File: src/rtl/can_irq_pkg.sv
package can_irq_pkg;

  localparam int unsigned REG_DW  = 32;
  localparam int unsigned REG_AW  = 2;
  localparam int unsigned SRC_LSB = 20;
  localparam int unsigned SRC_N   = REG_DW - SRC_LSB;
  localparam int unsigned EVT_N   = SRC_N - 1;

  // status lane positions (lane i sits at word bit SRC_LSB+i)
  localparam int unsigned IX_ERR  = 3;
  localparam int unsigned IX_RXOK = 7;
  localparam int unsigned IX_TXF  = 9;
  localparam int unsigned IX_TXOK = 10;
  localparam int unsigned IX_ARB  = 11;
  localparam int unsigned EVT_TXOK = IX_TXOK - 1;

  // lanes dropped by a control write with core enable low
  localparam logic [SRC_N-1:0] DIS_CLR_MASK =
    SRC_N'((1 << IX_ERR) | (1 << IX_RXOK) | (1 << IX_TXOK) | (1 << IX_ARB));

  typedef enum logic [REG_AW-1:0] {
    SEL_CTRL = 2'd0,
    SEL_STAT = 2'd1,
    SEL_MASK = 2'd2,
    SEL_ACK  = 2'd3
  } reg_sel_e;

  // pulse inputs skip the FIFO-full lane, which comes from an edge detector
  function automatic logic [SRC_N-1:0] spread_events(input logic [EVT_N-1:0] evt,
                                                     input logic txf_rise);
    logic [SRC_N-1:0] v;
    for (int i = 0; i < IX_TXF; i++) v[i] = evt[i];
    v[IX_TXF] = txf_rise;
    for (int i = IX_TXF + 1; i < SRC_N; i++) v[i] = evt[i-1];
    return v;
  endfunction

  function automatic logic [REG_DW-1:0] lane_to_word(input logic [SRC_N-1:0] v);
    return {v, {SRC_LSB{1'b0}}};
  endfunction

  function automatic logic [SRC_N-1:0] word_to_lane(input logic [REG_DW-1:0] w);
    return w[REG_DW-1:SRC_LSB];
  endfunction

endpackage

File: src/rtl/can_irq_evt.sv
module can_irq_evt
  import can_irq_pkg::*;
(
  input  logic             clk,
  input  logic             rst_n,
  input  logic             lb_en,
  input  logic [EVT_N-1:0] evt_pulse,
  input  logic             txf_full,
  output logic [SRC_N-1:0] set_vec
);

  logic txf_q;
  logic txf_rise;
  logic lb_tx_dly;
  logic evt_txok;

  assign evt_txok = evt_pulse[EVT_TXOK];
  assign txf_rise = txf_full & ~txf_q;

  always_ff @(posedge clk) begin
    if (!rst_n) begin
      txf_q     <= 1'b0;
      lb_tx_dly <= 1'b0;
    end else begin
      txf_q     <= txf_full;
      lb_tx_dly <= lb_en & evt_txok;
    end
  end

  always_comb begin
    set_vec = spread_events(evt_pulse, txf_rise);
    if (lb_en) begin
      set_vec[IX_RXOK] = set_vec[IX_RXOK] | evt_txok;
      set_vec[IX_TXOK] = 1'b0;
    end
    set_vec[IX_TXOK] = set_vec[IX_TXOK] | lb_tx_dly;
  end

  // a level held high never yields a second set
  a_r3_no_reset_while_high: assert property (@(posedge clk) disable iff (!rst_n)
    ($past(rst_n) && $past(txf_full)) |-> !set_vec[IX_TXF]);

  // loopback report sets RX OK now, TX OK one cycle later
  a_r9_rx_first: assert property (@(posedge clk) disable iff (!rst_n)
    (lb_en && evt_txok) |-> set_vec[IX_RXOK]);
  a_r9_tx_next: assert property (@(posedge clk) disable iff (!rst_n)
    (lb_en && evt_txok) |=> set_vec[IX_TXOK]);

endmodule

File: src/rtl/can_irq_stat.sv
module can_irq_stat
  import can_irq_pkg::*;
(
  input  logic             clk,
  input  logic             rst_n,
  input  logic [SRC_N-1:0] set_vec,
  input  logic [SRC_N-1:0] clr_vec,
  input  logic             dis_clr,
  output logic [SRC_N-1:0] stat
);

  for (genvar g = 0; g < SRC_N; g++) begin : g_lane
    logic drop;
    if (DIS_CLR_MASK[g]) begin : g_dis
      assign drop = clr_vec[g] | dis_clr;
    end else begin : g_keep
      assign drop = clr_vec[g];
    end

    always_ff @(posedge clk) begin
      if (!rst_n)          stat[g] <= 1'b0;
      else if (set_vec[g]) stat[g] <= 1'b1;
      else if (drop)       stat[g] <= 1'b0;
    end

    // a set always lands, even against an acknowledge
    a_r5_set_wins: assert property (@(posedge clk) disable iff (!rst_n)
      set_vec[g] |=> stat[g]);
    // an acknowledge without a set clears the lane
    a_r4_ack_clears: assert property (@(posedge clk) disable iff (!rst_n)
      (clr_vec[g] && !set_vec[g]) |=> !stat[g]);
    // no lane rises without its set event
    a_r2_no_spurious: assert property (@(posedge clk) disable iff (!rst_n)
      (!stat[g] && !set_vec[g]) |=> !stat[g]);
    // a set lane holds unless a clearing source acts
    a_r2_sticky: assert property (@(posedge clk) disable iff (!rst_n)
      (stat[g] && !clr_vec[g] && !(dis_clr && DIS_CLR_MASK[g])) |=> stat[g]);
    if (DIS_CLR_MASK[g]) begin : g_chk
      // core disable drops this lane
      a_r6_disable_drops: assert property (@(posedge clk) disable iff (!rst_n)
        (dis_clr && !set_vec[g]) |=> !stat[g]);
    end
  end

endmodule

File: src/rtl/can_irq_regs.sv
module can_irq_regs
  import can_irq_pkg::*;
(
  input  logic              clk,
  input  logic              rst_n,
  input  logic [REG_AW-1:0] reg_addr,
  input  logic              reg_wr,
  input  logic [REG_DW-1:0] reg_wdata,
  input  logic [SRC_N-1:0]  stat,
  output logic [REG_DW-1:0] reg_rdata,
  output logic [SRC_N-1:0]  clr_vec,
  output logic              dis_clr,
  output logic              lb_en,
  output logic              irq
);

  reg_sel_e         sel;
  logic             core_en;
  logic [SRC_N-1:0] mask_q;
  logic             hit_any;
  logic             unused_wbits;

  assign sel          = reg_sel_e'(reg_addr);
  assign unused_wbits = ^reg_wdata[SRC_LSB-1:2];

  assign clr_vec = (reg_wr && sel == SEL_ACK) ? word_to_lane(reg_wdata) : '0;
  assign dis_clr = reg_wr && sel == SEL_CTRL && !reg_wdata[0];
  assign hit_any = |(stat & mask_q);

  always_ff @(posedge clk) begin
    if (!rst_n) begin
      core_en <= 1'b0;
      lb_en   <= 1'b0;
      mask_q  <= '0;
      irq     <= 1'b0;
    end else begin
      if (reg_wr && sel == SEL_CTRL) begin
        core_en <= reg_wdata[0];
        lb_en   <= reg_wdata[1];
      end
      if (reg_wr && sel == SEL_MASK) mask_q <= word_to_lane(reg_wdata);
      irq <= hit_any;
    end
  end

  always_comb begin
    unique case (sel)
      SEL_CTRL: reg_rdata = {{(REG_DW-2){1'b0}}, lb_en, core_en};
      SEL_STAT: reg_rdata = lane_to_word(stat);
      SEL_MASK: reg_rdata = lane_to_word(mask_q);
      default:  reg_rdata = '0;
    endcase
  end

  // request follows the masked status with one register of delay
  a_r8_irq_rise: assert property (@(posedge clk) disable iff (!rst_n)
    hit_any |=> irq);
  a_r8_irq_fall: assert property (@(posedge clk) disable iff (!rst_n)
    !hit_any |=> !irq);
  // reserved mask positions read as zero
  a_r7_mask_reserved: assert property (@(posedge clk) disable iff (!rst_n)
    (sel == SEL_MASK) |-> (reg_rdata[SRC_LSB-1:0] == '0));
  // acknowledge register reads zero
  a_r4_ack_reads_zero: assert property (@(posedge clk) disable iff (!rst_n)
    (sel == SEL_ACK) |-> (reg_rdata == '0));
  // only a control write with enable low raises the drop strobe
  a_r6_strobe_source: assert property (@(posedge clk) disable iff (!rst_n)
    dis_clr |-> (reg_wr && reg_addr == 2'd0));

endmodule

File: src/rtl/can_irq_bank.sv
module can_irq_bank
  import can_irq_pkg::*;
(
  input  logic              clk,
  input  logic              rst_n,
  input  logic [REG_AW-1:0] reg_addr,
  input  logic              reg_wr,
  input  logic [REG_DW-1:0] reg_wdata,
  output logic [REG_DW-1:0] reg_rdata,
  input  logic [EVT_N-1:0]  evt_pulse,
  input  logic              txf_full,
  output logic              irq
);

  logic [SRC_N-1:0] set_vec;
  logic [SRC_N-1:0] clr_vec;
  logic [SRC_N-1:0] stat;
  logic             dis_clr;
  logic             lb_en;

  can_irq_evt u_evt (
    .clk       (clk),
    .rst_n     (rst_n),
    .lb_en     (lb_en),
    .evt_pulse (evt_pulse),
    .txf_full  (txf_full),
    .set_vec   (set_vec)
  );

  can_irq_stat u_stat (
    .clk     (clk),
    .rst_n   (rst_n),
    .set_vec (set_vec),
    .clr_vec (clr_vec),
    .dis_clr (dis_clr),
    .stat    (stat)
  );

  can_irq_regs u_regs (
    .clk       (clk),
    .rst_n     (rst_n),
    .reg_addr  (reg_addr),
    .reg_wr    (reg_wr),
    .reg_wdata (reg_wdata),
    .stat      (stat),
    .reg_rdata (reg_rdata),
    .clr_vec   (clr_vec),
    .dis_clr   (dis_clr),
    .lb_en     (lb_en),
    .irq       (irq)
  );

  // status changes only through set, acknowledge or disable sources
  a_r10_status_write_ignored: assert property (@(posedge clk) disable iff (!rst_n)
    (set_vec == '0 && clr_vec == '0 && !dis_clr) |=> $stable(stat));

endmodule

File: config.mk
export PLATFORM = sky130hd
export DESIGN_NAME = can_irq_bank
export DESIGN_NICKNAME = d
export VERILOG_FILES = /design/src/rtl/can_irq_pkg.sv /design/src/rtl/can_irq_evt.sv /design/src/rtl/can_irq_stat.sv /design/src/rtl/can_irq_regs.sv /design/src/rtl/can_irq_bank.sv
export SDC_FILE = /design/constraint.sdc
export NUM_CORES = 1
export LEC_CHECK = 0
export BUFFER_PORTS_ARGS = -buffer_cell sky130_fd_sc_hd__buf_4
export CORE_UTILIZATION = 46
export CTS_CLUSTER_DIAMETER = 150
export DETAILED_ROUTE_END_ITERATION = 12
export GPL_TIMING_DRIVEN = 0
export MAX_ROUTING_LAYER = met4
export PLACE_DENSITY = 0.9
export SLEW_MARGIN = 25
export SYNTH_ARGS = -nofsm -noshare
export SYNTH_HDL_FRONTEND = slang
export SYNTH_SLANG_ARGS = --single-unit
File: constraint.sdc
create_clock -name clk -period 2.6 [get_ports clk]
set_input_delay 0.78 -clock clk [delete_from_list [all_inputs] [get_ports clk]]
set_output_delay 0.78 -clock clk [all_outputs]
set_load 0.02 [all_outputs]
==> load_flow_metrics.sql <==
INSERT INTO impl_metrics (metric_group, metric, value, unit) VALUES
('final_layout', 'areaGrowthSynthToFinish', '35.3', '%'),
('yosys', 'syn-mean-instance-area', '8.92', 'sq um'),
('grt', 'antenna_violations_before_repair', '0', ''),
('status', 'run_status', 'finished, violations left', ''),
('yosys', 'yosysTopAreaCellShare', '0.412', ''),
('yosys', 'synth_warnings', '0', ''),
('placement', 'place.detailed.hpwl', '2500', 'um'),
('worst_setup_path', 'crit_type', 'input pin to output port', ''),
('grt', 'grt_pass1_vias', '1242', ''),
('yosys', 'ys_seq_area_frac', '0.412', ''),
('clock_network', 'cts.sinks', '29', ''),
('power', 'pwr-share-seq', '0.501', ''),
('timing', 'maxSlewHeadroom', '0.657', ''),
('worst_hold_path', 'worst_hold_path_type', 'flop to flop', ''),
('yosys', 'synth_commonest_cells', 'dfxtp_1 (29), buf_4 (20), a21oi_1 (15), a22o_1 (15), nand2_1 (15)', ''),
('worst_setup_path', 'worst-path-max-fanout', '10', ''),
('routing', 'drt-total-wl', '3410', 'um'),
('clock_network', 'cts_tree', 'done', ''),
('worst_setup_path', 'cp.required', '1.82', 'ns'),
('floorplanning', 'vert_die_dim', '57.4', 'um'),
('final_layout', 'ratio_of_cells_with_drive_above_1_in_the_final_layout', '0.344', ''),
('worst_setup_path', 'cp-end-kind', 'output port', ''),
('grt', 'grt_start_max_net_pins', '11', ''),
('timing', 'layout_worst_path_cycle_share', '0.968', ''),
('floorplanning', 'die_ar', '3290', 'sq um'),
('timing', 'max_slew.worst_pin.slew', '0.515', 'ns'),
('yosys', 'netlist_instances', '158', ''),
('status', 'failed_checks', 'DRC', ''),
('power', 'switchingPower', '0.274', 'mW'),
('clock_network', 'cts_resized', '0', ''),
('routing', 'detailedRoute.firstPassIterationCount', '9', ''),
('power', 'powerDensity', '509', 'nW/um^2'),
('clock_network', 'cts.hold.buffers_added', '0', ''),
('routing', 'drt-vias-per-instance', '5.18', ''),
('worst_setup_path', 'cp-start-kind', 'input pin', ''),
('power', 'vdd_drop_max', '0.000325', 'V'),
('routing', 'drtIter0Drc', '34', ''),
('power', 'switching_share', '0.283', ''),
('routing', 'dr_total_vias', '1337', ''),
('placement', 'finalWeightedCongestion', '0.842', ''),
('floorplanning', 'coreArea', '2830', 'sq um'),
('power', 'power.internal', '0.697', 'mW'),
('timing', 'timing.final.setup_violations', '0', ''),
('power', 'combPwrFrac', '0.208', ''),
('clock_network', 'post-cts-setup-buffer-count', '0', ''),
('routing', 'route.detailed.drc', '2', ''),
('timing', 'final.setup.tns', '0', 'ns'),
('final_layout', 'finish.instance_area', '1910', 'sq um'),
('grt', 'grt_first_pass_wirelength', '5420', 'um'),
('floorplanning', 'initial_standard_cell_utilization_of_the_core', '0.498', ''),
('timing', 'finalCriticalPeriod', '2.52', 'ns'),
('yosys', 'synthArstFlopShare', '0', ''),
('grt', 'grt_util_all_layers', '0.225', ''),
('routing', 'ant_nets', '0', ''),
('clock_network', 'max-clock-path-buffers', '2', ''),
('grt', 'global_route.overflow_total', '0', ''),
('yosys', 'synth.lib_cells_used.distinct', '31', ''),
('flow_run', 'max_cap_viol_count', '0', ''),
('yosys', 'synth_area_leader_cell', 'dfxtp_1', ''),
('clock_network', 'worst_setup_hold_path_clk_slew', '0.08', 'ns'),
('yosys', 'synth-main-ff-cell', 'dfxtp_1', ''),
('yosys', 'synth_seq_cells', '29', ''),
('clock_network', 'tritoncts.num_buffers', '5', ''),
('yosys', 'netlist_area', '1410', 'sq um'),
('timing', 'unrepaired_setup_endpoints_after_global_routing', 'false', ''),
('timing', 'drv_slew', '0', ''),
('final_layout', 'finish.net_count', '276', ''),
('yosys', 'synth-edff-count', '0', ''),
('placement', 'postPlaceCellArea', '1850', 'sq um'),
('timing', 'final.setup_skew', '0.00547', 'ns'),
('timing', 'achievable-frequency', '397', 'MHz');
layer usage:
metal  part of all wire  track usage  up-vias
met1               0.41        0.260      605
met2               0.50        0.367       59
met4             0.0038       0.0732        0
li1                   -            -      671
met3              0.082       0.0726        2
met5                  0            -        -
worst max-delay path, cell delays in order:
cell and delay [ns]:
buf_4 0.14, nor2b_1 0.12, buf_2 0.15, buf_4 0.18
a22o_1 0.20, buf_4 0.16
state kept, by name (all words and copies together) (netlist names):
| name | flops |
|---|---|
| u_regs.mask_q | 12 |
| u_stat.stat | 12 |
| u_evt.lb_tx_dly | 1 |
| u_evt.txf_q | 1 |
| u_regs.core_en | 1 |
| u_regs.irq | 1 |
| u_regs.lb_en | 1 |
final cells by class:
cell class                      count  area [sq um]
Sequential cell                    29           581
Fill cell                         251           921
Clock buffer                        7          55.1
Timing Repair Buffer               45           338
Buffer                             27           191
Tap cell                           31          38.8
Multi-Input combinational cell    116           693
Inverter                            3          11.3
through the flow:
step           setup WS, ns  total power, mW   util  hold WS [ns]  cells
2_1_floorplan         0.390            0.619      -         0.449    175
3_3_place_gp         0.0968            0.693  0.654         0.457    251
3_5_place_dp         0.0908            0.697  0.654         0.465    251
4_1_cts              0.0898            0.970  0.674         0.477    258
5_1_grt              0.0124             1.01  0.674         0.501    258
6_report             0.0819            0.971  0.674         0.479    258
path summary, 6_finish.rpt:
check | depth (start not counted) | endpoint | from | slack, ns
min reg2reg | 2 | u_regs.mask_q[5] | u_regs.mask_q[5] | 0.48
max reg2reg | 3 | u_regs.irq | u_regs.mask_q[11] | 1.52
min | 2 | u_regs.mask_q[5] | u_regs.mask_q[5] | 0.48
max | 6 | reg_rdata[30] | reg_addr[1] | 0.08
cell families (layout without fill, tap and decap cells):
kind of cell / after synthesis / count (layout) / share of synthesized area
buf+inv: 30 / 82 / 0.142
simple gates: 42 / 42 / 0.147
other cells: 1 / 18 / 0.00266
flops: 29 / 29 / 0.412
mux: 2 / 2 / 0.0142
compound gates: 54 / 54 / 0.282
cells in the final DEF, fill, tap and decap left out, drive strengths merged, types with 3 or more instances in the layout:
master   n
nor2     4
a21oi   16
nor2b    3
nand2   15
dfxtp   29
a21boi   8
nand3   12
buf     69
conb    18
a221oi   3
clkbuf  10
o21a     7
a22o    15
power by group through the flow:
stage / Combinational (mW) / Sequential [mW] / Clock, mW
finish: 0.202 / 0.487 / 0.282
global route: 0.217 / 0.490 / 0.305
CTS: 0.201 / 0.486 / 0.283
detailed placement: 0.200 / 0.497 / 0
global placement: 0.197 / 0.496 / 0
floorplan: 0.125 / 0.493 / 0
(Power assumes the default switching activity.)
